[src/rtl/lsr_seq_pkg.sv]
package lsr_seq_pkg;

  typedef enum logic [2:0] {
    AM_ACC,
    AM_ZP,
    AM_ZPX,
    AM_ABS,
    AM_ABX
  } amode_e;

  typedef enum logic [2:0] {
    ST_IDLE,
    ST_OPLO,
    ST_OPHI,
    ST_IDX,
    ST_RD,
    ST_WOLD,
    ST_WNEW,
    ST_ACC
  } sstate_e;

  localparam logic [7:0] OPC_SHR_ACC = 8'h4A;
  localparam logic [7:0] OPC_SHR_ZP  = 8'h46;
  localparam logic [7:0] OPC_SHR_ZPX = 8'h56;
  localparam logic [7:0] OPC_SHR_ABS = 8'h4E;
  localparam logic [7:0] OPC_SHR_ABX = 8'h5E;

endpackage

[src/rtl/lsr_decode.sv]
module lsr_decode
  import lsr_seq_pkg::*;
#(
  parameter int OPC_W = 8
) (
  input  logic [OPC_W-1:0] opcode,
  output logic             legal,
  output amode_e           mode,
  output logic [1:0]       len
);
  always_comb begin
    legal = 1'b1;
    mode  = AM_ACC;
    len   = 2'd1;
    unique case (opcode)
      OPC_SHR_ACC: begin mode = AM_ACC; len = 2'd1; end
      OPC_SHR_ZP:  begin mode = AM_ZP;  len = 2'd2; end
      OPC_SHR_ZPX: begin mode = AM_ZPX; len = 2'd2; end
      OPC_SHR_ABS: begin mode = AM_ABS; len = 2'd3; end
      OPC_SHR_ABX: begin mode = AM_ABX; len = 2'd3; end
      default:     begin legal = 1'b0; end
    endcase
  end
endmodule

[src/rtl/lsr_shift_unit.sv]
module lsr_shift_unit #(
  parameter int W = 8
) (
  input  logic [W-1:0] src,
  output logic [W-1:0] res,
  output logic         c_out,
  output logic         z_out,
  output logic         n_out
);
  assign res   = {1'b0, src[W-1:1]};
  assign c_out = src[0];
  assign z_out = (res == '0);
  assign n_out = res[W-1];
endmodule

[src/rtl/lsr_addr_gen.sv]
module lsr_addr_gen
  import lsr_seq_pkg::*;
#(
  parameter int AW = 16,
  parameter int DW = 8
) (
  input  amode_e          mode,
  input  logic [AW-1:0]   base,
  input  logic [DW-1:0]   xidx,
  output logic [AW-1:0]   ea,
  output logic [AW-1:0]   dummy
);
  localparam int HW = AW - DW;

  logic [DW-1:0] lo_sum;
  assign lo_sum = base[DW-1:0] + xidx;

  always_comb begin
    ea    = base;
    dummy = base;
    unique case (mode)
      AM_ZP: begin
        ea    = {{HW{1'b0}}, base[DW-1:0]};
        dummy = ea;
      end
      AM_ZPX: begin
        ea    = {{HW{1'b0}}, lo_sum};
        dummy = {{HW{1'b0}}, base[DW-1:0]};
      end
      AM_ABX: begin
        ea    = base + {{HW{1'b0}}, xidx};
        dummy = {base[AW-1:DW], lo_sum};
      end
      default: begin
        ea    = base;
        dummy = base;
      end
    endcase
  end
endmodule

[src/rtl/lsr_seq_top.sv]
module lsr_seq_top
  import lsr_seq_pkg::*;
#(
  parameter int          DATA_W   = 8,
  parameter int          ADDR_W   = 16,
  parameter logic [15:0] PC_RESET = 16'h0200
) (
  input  logic              clk,
  input  logic              rst_n,
  input  logic              in_valid,
  output logic              in_ready,
  input  logic [DATA_W-1:0] in_opcode,
  input  logic [DATA_W-1:0] in_x,
  input  logic              acc_ld,
  input  logic [DATA_W-1:0] acc_ld_data,
  output logic [ADDR_W-1:0] mem_addr,
  output logic              mem_re,
  output logic              mem_we,
  output logic [DATA_W-1:0] mem_wdata,
  input  logic [DATA_W-1:0] mem_rdata,
  output logic              done,
  output logic              err,
  output logic [DATA_W-1:0] acc,
  output logic [ADDR_W-1:0] pc,
  output logic              flag_n,
  output logic              flag_z,
  output logic              flag_c
);
  localparam int HW = ADDR_W - DATA_W;

  sstate_e           state_q;
  amode_e            mode_q;
  logic [1:0]        len_q;
  logic [DATA_W-1:0] x_q;
  logic [ADDR_W-1:0] base_q;
  logic [DATA_W-1:0] old_q;
  logic [DATA_W-1:0] acc_q;
  logic [ADDR_W-1:0] pc_q;
  logic              n_q, z_q, c_q, err_q;

  logic              accept;
  logic              dec_legal;
  amode_e            dec_mode;
  logic [1:0]        dec_len;
  logic [ADDR_W-1:0] ea, dummy_addr;
  logic [DATA_W-1:0] sh_src, sh_res;
  logic              sh_c, sh_z, sh_n;

  lsr_decode #(.OPC_W(DATA_W)) u_dec (
    .opcode (in_opcode),
    .legal  (dec_legal),
    .mode   (dec_mode),
    .len    (dec_len)
  );

  lsr_addr_gen #(.AW(ADDR_W), .DW(DATA_W)) u_agen (
    .mode  (mode_q),
    .base  (base_q),
    .xidx  (x_q),
    .ea    (ea),
    .dummy (dummy_addr)
  );

  assign sh_src = (state_q == ST_ACC) ? acc_q : old_q;

  lsr_shift_unit #(.W(DATA_W)) u_shift (
    .src   (sh_src),
    .res   (sh_res),
    .c_out (sh_c),
    .z_out (sh_z),
    .n_out (sh_n)
  );

  assign in_ready = (state_q == ST_IDLE);
  assign accept   = in_valid && in_ready;
  assign done     = (state_q == ST_ACC) || (state_q == ST_WNEW);
  assign err      = err_q;
  assign acc      = acc_q;
  assign pc       = pc_q;
  assign flag_n   = n_q;
  assign flag_z   = z_q;
  assign flag_c   = c_q;

  // Bus drive per state
  always_comb begin
    mem_addr  = '0;
    mem_re    = 1'b0;
    mem_we    = 1'b0;
    mem_wdata = '0;
    unique case (state_q)
      ST_OPLO: begin mem_re = 1'b1; mem_addr = pc_q + ADDR_W'(1); end
      ST_OPHI: begin mem_re = 1'b1; mem_addr = pc_q + ADDR_W'(2); end
      ST_IDX:  begin mem_re = 1'b1; mem_addr = dummy_addr; end
      ST_RD:   begin mem_re = 1'b1; mem_addr = ea; end
      ST_WOLD: begin mem_we = 1'b1; mem_addr = ea; mem_wdata = old_q; end
      ST_WNEW: begin mem_we = 1'b1; mem_addr = ea; mem_wdata = sh_res; end
      default: ;
    endcase
  end

  // Sequencer
  always_ff @(posedge clk) begin
    if (!rst_n) begin
      state_q <= ST_IDLE;
      mode_q  <= AM_ACC;
      len_q   <= 2'd1;
      x_q     <= '0;
      base_q  <= '0;
      old_q   <= '0;
      acc_q   <= '0;
      pc_q    <= PC_RESET;
      n_q     <= 1'b0;
      z_q     <= 1'b0;
      c_q     <= 1'b0;
      err_q   <= 1'b0;
    end else begin
      err_q <= accept && !dec_legal;
      unique case (state_q)
        ST_IDLE: begin
          if (acc_ld) acc_q <= acc_ld_data;
          if (accept && dec_legal) begin
            mode_q  <= dec_mode;
            len_q   <= dec_len;
            x_q     <= in_x;
            state_q <= (dec_mode == AM_ACC) ? ST_ACC : ST_OPLO;
          end
        end
        ST_OPLO: begin
          base_q <= {{HW{1'b0}}, mem_rdata};
          if (mode_q == AM_ABS || mode_q == AM_ABX) state_q <= ST_OPHI;
          else if (mode_q == AM_ZPX)                state_q <= ST_IDX;
          else                                      state_q <= ST_RD;
        end
        ST_OPHI: begin
          base_q[ADDR_W-1:DATA_W] <= mem_rdata;
          state_q <= (mode_q == AM_ABX) ? ST_IDX : ST_RD;
        end
        ST_IDX:  state_q <= ST_RD;
        ST_RD: begin
          old_q   <= mem_rdata;
          state_q <= ST_WOLD;
        end
        ST_WOLD: state_q <= ST_WNEW;
        ST_WNEW: begin
          n_q     <= sh_n;
          z_q     <= sh_z;
          c_q     <= sh_c;
          pc_q    <= pc_q + ADDR_W'(len_q);
          state_q <= ST_IDLE;
        end
        ST_ACC: begin
          acc_q   <= sh_res;
          n_q     <= sh_n;
          z_q     <= sh_z;
          c_q     <= sh_c;
          pc_q    <= pc_q + ADDR_W'(len_q);
          state_q <= ST_IDLE;
        end
        default: state_q <= ST_IDLE;
      endcase
    end
  end

  // no bus traffic while the issue port is open
  a_r1_ready_bus_idle: assert property (@(posedge clk) disable iff (!rst_n)
    in_ready |-> (!mem_re && !mem_we));

  // first write of the read-modify-write repeats the preceding read's address
  a_r7_wold_after_read: assert property (@(posedge clk) disable iff (!rst_n)
    (state_q == ST_WOLD) |-> ($past(mem_re) && mem_addr == $past(mem_addr)));

  // shifted write follows the dummy write at the same address
  a_r7_wnew_after_wold: assert property (@(posedge clk) disable iff (!rst_n)
    (state_q == ST_WNEW) |-> ($past(mem_we) && $stable(mem_addr)));

  // an error pulse comes with a quiet bus and an unmoved pc
  a_r10_err_quiet: assert property (@(posedge clk) disable iff (!rst_n)
    err |-> (!mem_re && !mem_we && $stable(pc_q) && in_ready));

  // accumulator form steps the pc by one
  a_r3_acc_pc_step: assert property (@(posedge clk) disable iff (!rst_n)
    (state_q == ST_ACC) |=> (pc_q == $past(pc_q) + ADDR_W'(1)));

  // done is a single-cycle pulse
  a_r2_done_pulse: assert property (@(posedge clk) disable iff (!rst_n)
    done |=> !done);

endmodule

[config.mk]
export PLATFORM = sky130hd
export DESIGN_NAME = lsr_seq_top
export DESIGN_NICKNAME = d
export VERILOG_FILES = /design/src/rtl/lsr_seq_pkg.sv /design/src/rtl/lsr_decode.sv /design/src/rtl/lsr_shift_unit.sv /design/src/rtl/lsr_addr_gen.sv /design/src/rtl/lsr_seq_top.sv
export SDC_FILE = /design/constraint.sdc
export NUM_CORES = 1
export LEC_CHECK = 0
export ABC_CLOCK_PERIOD_IN_PS = 3790
export BUFFER_PORTS_ARGS = -buffer_cell sky130_fd_sc_hd__clkbuf_2
export CAP_MARGIN = 20
export CORE_ASPECT_RATIO = 1.4
export CORE_MARGIN = 4
export CORE_UTILIZATION = 45
export CTS_BUF_LIST = sky130_fd_sc_hd__clkbuf_16
export DETAILED_ROUTE_END_ITERATION = 6
export PLACE_DENSITY = 0.72
export SETUP_SLACK_MARGIN = 0.05
export SLEW_MARGIN = 20
export SYNTH_ARGS = -nofsm -noshare
export SYNTH_HDL_FRONTEND = slang
export SYNTH_SLANG_ARGS = --single-unit
export TNS_END_PERCENT = 10
[constraint.sdc]
create_clock -name clk -period 3.79 [get_ports clk]
set_input_delay 0.5685 -clock clk [delete_from_list [all_inputs] [get_ports clk]]
set_output_delay 0.5685 -clock clk [all_outputs]
set_load 0.005 [all_outputs]
## Word level (Yosys, flattened, before mapping)

Cells that the tools add are included.

| storage, ports and cells | value |
|---|---|
| memories | 0 |
| memory bits (writable) | 0 |
| register bits after elaboration | 67 |
| memory bits (read-only) | 0 |
| latch bits | 0 |

| operators by class | value |
|---|---|
| equal/unequal tests | 18 |
| add/subtract/negate cells | 5 |
| multipliers | 0 |
| order comparisons | 0 |
| shifts and indexed selects | 0 |
| bitwise logic cells | 0 |
| reductions and logical operators | 21 |
| muxes and demuxes | 19 |
| div/mod/pow operators | 0 |

Operator list:

| cell | number |
|---|---|
| $pmux W16 S4 | 1 |
| $pmux W16 S3 | 1 |
| $pmux W8 S2 | 3 |
| $eq A8 B7 Y1 const B | 5 |
| $pmux W16 S2 | 1 |
| $pmux W3 S7 | 1 |
| $add A16 B1 Y16 const B | 1 |
| $add A16 B2 Y16 | 1 |
| $add A16 B2 Y16 const B | 1 |
| $add A16 B8 Y16 | 1 |
| $mux W8 | 2 |
| $eq A3 B3 Y1 const B | 5 |
| $mux W3 | 5 |
| $eq A3 B2 Y1 const B | 4 |
| $pmux W3 S4 | 1 |
| $reduce_or A2 Y1 | 5 |
| $add A8 B8 Y8 | 1 |
| $logic_not A8 Y1 | 1 |
| $eq A3 B1 Y1 const B | 2 |
| $logic_not A3 Y1 | 2 |
| $reduce_or A5 Y1 | 1 |
| $ne A2 B1 Y1 const B | 2 |
| $pmux W2 S2 | 1 |
| $reduce_and A2 Y1 | 2 |
| other kinds (7) | 13 |

## Depth between registers and ports, before layout

Gate-level depths: netlist (run 1).

| depth | value |
|---|---|
| word-level depth | 6 |
| gate-level depth with buffers | 8 |
| gate-level depth less buffers | 7 |

## Hierarchy

A second synthesis (run 1) with hierarchy kept.

| second synthesis, totals | value |
|---|---|
| cell total of the unflattened synthesis | 657 |
| area total of the unflattened synthesis | 4884.7 sq um |

By module, submodules not included:

| module | cells an instance | area an instance (sq um) | times used | sequential area each (sq um) |
|---|---|---|---|---|
| lsr_seq_top | 520 | 3905.0 | 1 | 1361.3 |
| lsr_addr_gen | 113 | 792.0 | 1 | 0.0 |
| lsr_shift_unit | 13 | 98.8 | 1 | 0.0 |
| lsr_decode | 11 | 88.8 | 1 | 0.0 |

## Least setup slack after synthesis (run 1)

OpenSTA, ideal clock, no wires.

| timing path | value |
|---|---|
| path kind | reg-to-output |
| from | register base_q[0] |
| to | output port mem_addr[14] |
| arrival | 1.930 ns |
| setup slack | 1.292 ns |
| path buffers | 0 |
| stages on the path, launching flop included | 8 |
| required time | 3.222 ns |
| cells stage by stage | dfxtp_1 > ha_1 > fa_1 > a21oi_1 > o211a_1 > nor3_1 > or3b_1 > nand4_1 |

| between the ends | value |
|---|---|
| cells in the longest elaborated chain, start to end | 3 |

Ends and longest elaborated chain:

| element | RTL line | text |
|---|---|---|
| from (decl) | lsr_seq_top.sv:35 | `logic [ADDR_W-1:0] base_q;` |
| from (signal assigned) | lsr_seq_top.sv:129 | `base_q <= {{HW{1'b0}}, mem_rdata};` |
| from (signal, indexed assignment) | lsr_seq_top.sv:135 | `base_q[ADDR_W-1:DATA_W] <= mem_rdata;` |
| $add A16 B8 Y16 | lsr_addr_gen.sv:31 | `ea = base + {{HW{1'b0}}, xidx};` |
| $pmux W16 S3 | lsr_addr_gen.sv:21 | `unique case (mode)` |
| $pmux W16 S4 | lsr_seq_top.sv:90 | `unique case (state_q)` |
| to (decl) | lsr_seq_top.sv:16 | `output logic [ADDR_W-1:0] mem_addr,` |

Every way passes these cells.

## Worst setup path in the final report (run 1)

| timing path | value |
|---|---|
| from | register state_q[2] |
| to | output port mem_addr[3] |

| between the ends | value |
|---|---|
| cells in the longest elaborated chain, start to end | 3 |
| elaborated cells between the ends (all ways) | 8 |
| those cells by class | eq/ne: 6; mux: 1; reduce/logical: 1 |

Ends and longest elaborated chain:

| element | RTL line | text |
|---|---|---|
| from (decl) | lsr_seq_top.sv:31 | `sstate_e state_q;` |
| from (signal assigned) | lsr_seq_top.sv:125 | `state_q <= (dec_mode == AM_ACC) ? ST_ACC : ST_OPLO;` |
| from (signal assigned) | lsr_seq_top.sv:136 | `state_q <= (mode_q == AM_ABX) ? ST_IDX : ST_RD;` |
| $eq A3 B3 Y1 | lsr_seq_top.sv:90 |  |
| $reduce_or A3 Y1 (no line) | - |  |
| $pmux W16 S4 (*) | lsr_seq_top.sv:90 |  |

Every way passes the cells marked *; elsewhere a longest branch is shown, timed or not.

==> results of run 1 <==
[sequential cells by signal, indices dropped and copies added (netlist names)]
register / cells
pc: 16
acc: 8
old_q: 8
x_q: 8
err: 1
mode_q: 3
flag_c: 1
flag_z: 1
len_q: 2
base_q: 16
state_q: 3
[worst register-to-register path, stage by stage, from the launching register on]
cell      delay, ns
dfxtp_1        0.61
ha_1           0.25
inv_1          0.05
fa_1           0.43
nand3b_2       0.34
or3_1          0.36
a21boi_0       0.20
[Yosys cell counts (3+ instances only)]
| library cell | number | area [um^2] |
|---|---|---|
| a211oi_1 | 3 | 22.5 |
| a21boi_0 | 17 | 128 |
| a21boi_1 | 9 | 67.6 |
| a21o_1 | 3 | 22.5 |
| a21oi_1 | 17 | 85.1 |
| a22oi_1 | 23 | 173 |
| a31oi_1 | 8 | 50.1 |
| and2_1 | 14 | 87.6 |
| and3_1 | 9 | 56.3 |
| buf_2 | 12 | 60.1 |
| buf_4 | 6 | 45.0 |
| clkbuf_1 | 23 | 86.3 |
| dfxtp_1 | 67 | 1340 |
| ha_1 | 12 | 150 |
| inv_1 | 9 | 33.8 |
| inv_2 | 3 | 11.3 |
| mux2i_1 | 15 | 150 |
| nand2_1 | 71 | 267 |
| nand2b_1 | 3 | 18.8 |
| nand3_1 | 21 | 105 |
| nand4_1 | 10 | 62.6 |
| nor2_1 | 34 | 128 |
| nor2b_1 | 20 | 125 |
| nor3_1 | 15 | 75.1 |
| nor3b_1 | 3 | 22.5 |
| nor4_1 | 7 | 43.8 |
| nor4b_2 | 3 | 45.0 |
| o211a_1 | 8 | 80.1 |
| o211ai_1 | 13 | 97.6 |
| o21a_1 | 3 | 22.5 |
| o21ai_0 | 15 | 75.1 |
| o21ai_1 | 6 | 30.0 |
| o221ai_1 | 3 | 26.3 |
| o22ai_1 | 8 | 50.1 |
| o31a_1 | 5 | 43.8 |
| or3_1 | 4 | 25.0 |
| or3b_1 | 4 | 35.0 |
| xnor2_1 | 16 | 140 |
| xor2_1 | 8 | 70.1 |
[per-layer routing]
layer  GRT usage, %  wire length (um)  vias up
li1               -                 -     2245
met1           26.8              5440     2165
met2           40.2              6910      158
met3           3.52               758       40
met4           13.4               600        0
met5              0                 0        -
[worst min path at each step]
stage,start,endpoint,slack [ns],cells past startpoint
after floorplan,x_q[0],x_q[0],0.44,2
after global placement,x_q[0],x_q[0],0.45,2
after detailed placement,x_q[4],x_q[4],0.45,2
after CTS,in_x[7],x_q[7],0.45,3
after global routing,in_x[5],x_q[5],0.47,3
final,in_x[7],x_q[7],0.45,3
[cell type report]
type / instances / area (um^2)
repair buffers: 95 / 488
fillers: 967 / 4640
clock buffers: 9 / 225
flip-flops and latches: 67 / 1340
multi-input cells: 455 / 3060
clock inverters: 6 / 36.3
inverters: 12 / 45.0
well taps: 135 / 169
[cells by family (layout without fill, tap and decap cells)]
logic type / Yosys count / in the layout / synth area share [%]
AO/OA/AOI/OAI: 164 / 164 / 25.8
XOR/XNOR: 24 / 24 / 4.52
adder cells (fa/ha/maj): 14 / 14 / 4.09
buffers and inverters: 54 / 122 / 5.32
flip-flops: 67 / 67 / 28.8
multiplexers: 17 / 17 / 3.79
other: 1 / 1 / 0.0806
AND/OR/NAND/NOR: 235 / 235 / 27.6
[through the flow]
step,power (uW),util [%]
after floorplan,1670,-
after global placement,1940,51.0
after detailed placement,1970,51.0
after CTS,2730,53.7
after global routing,2870,53.7
final,2720,53.7
[power breakdown]
group	internal [uW]	leakage, uW	switching [uW]
clock	434	0.000130	317
combinational	414	0.00152	633
sequential	799	0.000543	127
==> impl_results.md, run 1 <==
* Status: completed
* Final worst slack at 0.497 ns
* Clock Pin Slew Worst Setup and Hold Paths at about 0.06 ns
* Crit Path Max Fanout at 19
* Syn_nets at 626
* Synth cell types at 77
* Slowest CP cell: nor3b_4
* Final hold vios at 0
* Crit-path max cell delay at 0.79 ns
* Rows at 43
* Die Footprint at ~12000 um^2
* Critical Path RT at 3.22 ns
* Levels on crit path at 6
* Hold Crit Class: in -> reg
* CTS Hold Buffers Added at 0
* CP Cell Sequence: nor3b_4 -> nor2_1 -> a21oi_1 -> o21ai_0 -> nand3_1 -> clkbuf_2
* R2R depth at 6
* CTS H-tree depth at 3
* Cell Pwr Density at 507 nW/um^2
* Vias in the first global route at 4425
* RSZ-0062 raised after global routing: false
* Clock Latency Late Sink at between 0.3 and 0.4 ns
* Placed Area at 5110 um^2
* Layout cells sized above 1 at 20.5%
* DIE WIDTH at 93.9 um
* Post-CTS setup buffer count at 0
* Synth Register Bits at 67
* CTS Buffer Depth at 2
* Setup WS pre-CTS at 0.929 ns
* Routed Antenna Nets at 0
* Antenna cells at 0
* Nets at 690
* First-pass GRT wire length at 22100 um
* Residual DRC count at 0
* Num CTS Buffers at 9
* Clock sinks at 67
* Worst Skew at 0.00694 ns
* Most frequent cells in the layout: 89 x clkbuf_2, 71 x nand2_1, 67 x dfxtp_1
* Predominant post-synthesis flop cell: dfxtp_1
* Post_cts resized at 0
* Critical Path Sink: mem_addr[3]
* Die Y at 128 um
* Relative slew slack at between 30% and 40%
* Fin crit share at between 80% and 90%
* Final-report setup violation count at 0
* Final GP Congestion at 0.917
* Starting Density at 46.5%
* R2r endpoint: pc[14]
* Critical Path AT at 2.72 ns
* CTS tree: done
* Global Route Usage Sum at 23.2%
* Fin crit period at between 3 and 4 ns
* Max_cap viols at 0
* Final WL at 13700 um
* Top Ports at 92
* Core footprint at 10000 um^2
* Pin count of the biggest net entering global routing at 66
* Via/cell ratio at 5.92
* Worst R2R Start: pc[0]
* Buffers and inverters on the worst path at 1
* Drt pass-1 iters at 5
* Area Growth Syn to Fin at 15.4%
* Fmax achieved at 304 MHz
* Slew at the pin with the worst max-slew slack at approximately 1 ns
* Maximum vdd drop at just under 400 uV
* CP startpoint kind: flip-flop
* Post-synth ARST share at 0%
* Clock root buffer master: clkbuf_16
* Post-Synthesis Cells at 576
* Number of port buffers at 90
* Final Max Slew Viols at 0
* Initial antenna violation count at 0
* LEAKAGE at roughly 0.0022 uW
* Yosys Warn Count at 0
* Setup TNS at 0 ns
* Worst Setup SP: state_q[2]
* Syn Area/Cell at between 8 and 9 um^2
* Initial DRC Count at 274
* Most common cell after layout, fill and taps aside: clkbuf_2
* Worst R2R Setup Slack at 1.47 ns
* Kind of critical path: reg -> out
* DR WL/cell at 17.6 um
* Design Area, Final at 5370 um^2
* Routed vias at 4608
* Post-synthesis sequential area ratio at 28.8%
* GRT overflow at 0
* Cell family with most CP delay: simple AND/OR/NAND/NOR gates
* Post-synth EDFFs at 0
* Syn Std Cell Area at 4650 um^2
* Final Non-Filler Cells at roughly 800
* CP Capture Type: primary output
* DPL Wire Length at 10500 um
* Worst Hold Slack at 0.450 ns
* Placed Cells incl. Taps at around 760
(Power assumes the default switching activity.)
==> inputs of run 2 (changes only) <==
ABC_CLOCK_PERIOD_IN_PS = 4200   (was 3790)
MAX_ROUTING_LAYER = met4   (was default)
SKIP_CTS_REPAIR_TIMING = 1   (was default)
clock period = 4.2 ns   (was 3.79 ns; I/O delays follow)
==> impl_results.md, run 2 (same netlist as run 1, synthesis figures left out) <==
* CTS Buffer Depth at 2 (unchanged)
* Die Y at 128 um (unchanged)
* Tot Pwr at 2400 uW (was 2720 uW)
* NetSw at 933 uW (was 1080 uW)
* GRT overflow at 0 (unchanged)
* Cell Int Power at 1470 uW (was 1650 uW)
* FF/Latch Area at 1340 um^2 (unchanged)
* Worst R2R Start: state_q[2] (was pc[0])
* Final WL at 13700 um (about the same)
* R2R depth at 4 (was 6)
* # fillers at 993 (was 967)
* Worst Setup SP: state_q[2] (unchanged)
* Fmax achieved at 278 MHz
* Fin crit period at 3.60 ns
* Status: completed (unchanged)
* Clock Latency Late Sink at 0.33 ns (was 0.34 ns)
* Multi-input gate area at 3060 um^2 (unchanged)
* Global Route Usage Sum at 23.6% (was 23.2%)
* CP Cell Sequence: nor3b_2 -> nor2_1 -> a31oi_1 -> o22ai_1 -> o311ai_0 -> clkbuf_2 (was nor3b_4 -> nor2_1 -> a21oi_1 -> o21ai_0 -> nand3_1 -> clkbuf_2)
* Vias in the first global route at 4345 (was 4425)
* Num CTS Buffers at 9 (unchanged)
* Residual DRC count at 0 (unchanged)
* Routed Antenna Nets at 0 (unchanged)
* Levels on crit path at 6 (unchanged)
* Power share of the clock group at 27.5% (was 27.6%)
* Buffers and inverters on the worst path at 1 (unchanged)
* Slew at the pin with the worst max-slew slack at 0.973 ns (about the same)
* Sw Share at 38.9% (was 39.5%)
* Kind of critical path: reg -> out (unchanged)
* Crit Path Max Fanout at 22 (was 19)
* Routed vias at 4682 (was 4608)
* Number of port buffers at 90 (unchanged)
* Cell family with most CP delay: simple AND/OR/NAND/NOR gates (unchanged)
* Final hold vios at 0 (unchanged)
* LEAKAGE at 0.00218 uW (was 0.00219 uW)
* First-pass GRT wire length at 21900 um (was 22100 um)
* RSZ-0062 raised after global routing: false (unchanged)
* Top Ports at 92 (unchanged)
* HP Start: x_q[6] (was in_x[7])
* Setup TNS at 0 ns (unchanged)
* Most frequent cells in the layout: 89 x clkbuf_2, 71 x nand2_1, 67 x dfxtp_1 (unchanged)
* Fin crit share at a little under nine tenths
* CTS H-tree depth at 3 (unchanged)
* Pin count of the biggest net entering global routing at 66 (unchanged)
* CP startpoint kind: flip-flop (unchanged)
* Area Growth Syn to Fin at 15.0% (was 15.4%)
* Final GP Congestion at 0.967 (was 0.917)
* Final-report setup violation count at 0 (unchanged)
* Layout cells sized above 1 at 20.1% (was 20.5%)
* Drt pass-1 iters at 5 (unchanged)
* Clock sinks at 67 (unchanged)
* Comb power frac at 36.3% (was 38.4%)
* Rows at 43 (unchanged)
* Relative slew slack at 34.9% (was 35.2%)
* Antenna cells at 0 (unchanged)
* Max_cap viols at 0 (unchanged)
* DR WL/cell at 17.6 um (about the same)
* Starting Density at 46.5% (unchanged)
* Worst Skew at 0.00699 ns (was 0.00694 ns)
* Via/cell ratio at 6.02 (was 5.92)
* Crit-path max cell delay at 0.92 ns (was 0.79 ns)
* CP Capture Type: primary output (unchanged)
* Core footprint at 10000 um^2 (unchanged)
* Clock Pin Slew Worst Setup and Hold Paths at 0.05 ns (was 0.06 ns)
* Initial DRC Count at 287 (was 274)
* Hold Crit Depth at 2 (was 3)
* Final Max Slew Viols at 0 (unchanged)
* DIE WIDTH at 93.9 um (unchanged)
* Hold Crit Class: reg -> reg (was in -> reg)
* Critical Path AT at 2.97 ns (was 2.72 ns)
* Clock root buffer master: clkbuf_16 (unchanged)
* CTS tree: done (unchanged)
* Critical Path RT at 3.57 ns (was 3.22 ns)
* Initial antenna violation count at 0 (unchanged)
* Nets at 689 (was 690)
* Cell Pwr Density at 448 nW/um^2 (was 507 nW/um^2)
* Maximum vdd drop at 274 uV (was 392 uV)
* Slowest CP cell: nor3b_2 (was nor3b_4)
* DPL Wire Length at 10400 um (was 10500 um)
* Sequential cell fraction of total power at 36.2% (was 34.0%)
* Die Footprint at 12100 um^2 (unchanged)
* Most common cell after layout, fill and taps aside: clkbuf_2 (unchanged)
[run 2: cell type report]
type                       instances  area share [%]
timing repair buffer              94            8.98
sequential                        67            25.1
clock inverter                     6           0.468
clock buffer                       9            4.21
multi-input combinational        455            57.3
inverter                          12           0.842
tap                              135            3.16
[run 2: worst paths after layout]
kind / slack [ns] / to
worst max-delay path: 0.60 / mem_addr[9]
worst max register to register: 1.76 / base_q[9]
worst min register to register: 0.46 / x_q[6]
worst min-delay path: 0.46 / x_q[6]
[run 2: layer usage]
metal,track usage [%],part of all wire (%),up-vias
li1,-,-,2249
met1,28.1,42,2201
met2,38.9,50,183
met3,2.06,4.4,49
met4,13.3,4.5,0
met5,-,0,-
[run 2: power groups by stage]
| stage | clock (uW) | sequential (uW) | combinational [uW] |
|---|---|---|---|
| after CTS | 672 | 863 | 868 |
| after detailed placement | 0 | 877 | 863 |
| after global placement | 0 | 868 | 849 |
| final | 660 | 867 | 871 |
| after floorplan | 0 | 797 | 708 |
| after global routing | 695 | 881 | 958 |
[run 2: worst reg2reg max path, cell delays in order (launching register included)]
cell	delay, ns
dfxtp_1	0.58
nor3b_2	0.92
nor2_1	0.45
a22oi_1	0.30
nor2b_1	0.07
[run 2: metrics by stage]
step | worst slack (ns) | hold WS (ns) | std cells | instance area [um^2] | util (%)
CTS | 0.601 | 0.461 | 778 | 5350 | 53.5
finish | 0.597 | 0.457 | 778 | 5350 | 53.5
global placement | 1.12 | 0.449 | 763 | 5100 | 51.0
global route | 0.295 | 0.479 | 778 | 5350 | 53.5
floorplan | 1.64 | 0.439 | 576 | 4650 | -
detailed placement | 0.988 | 0.454 | 763 | 5100 | 51.0
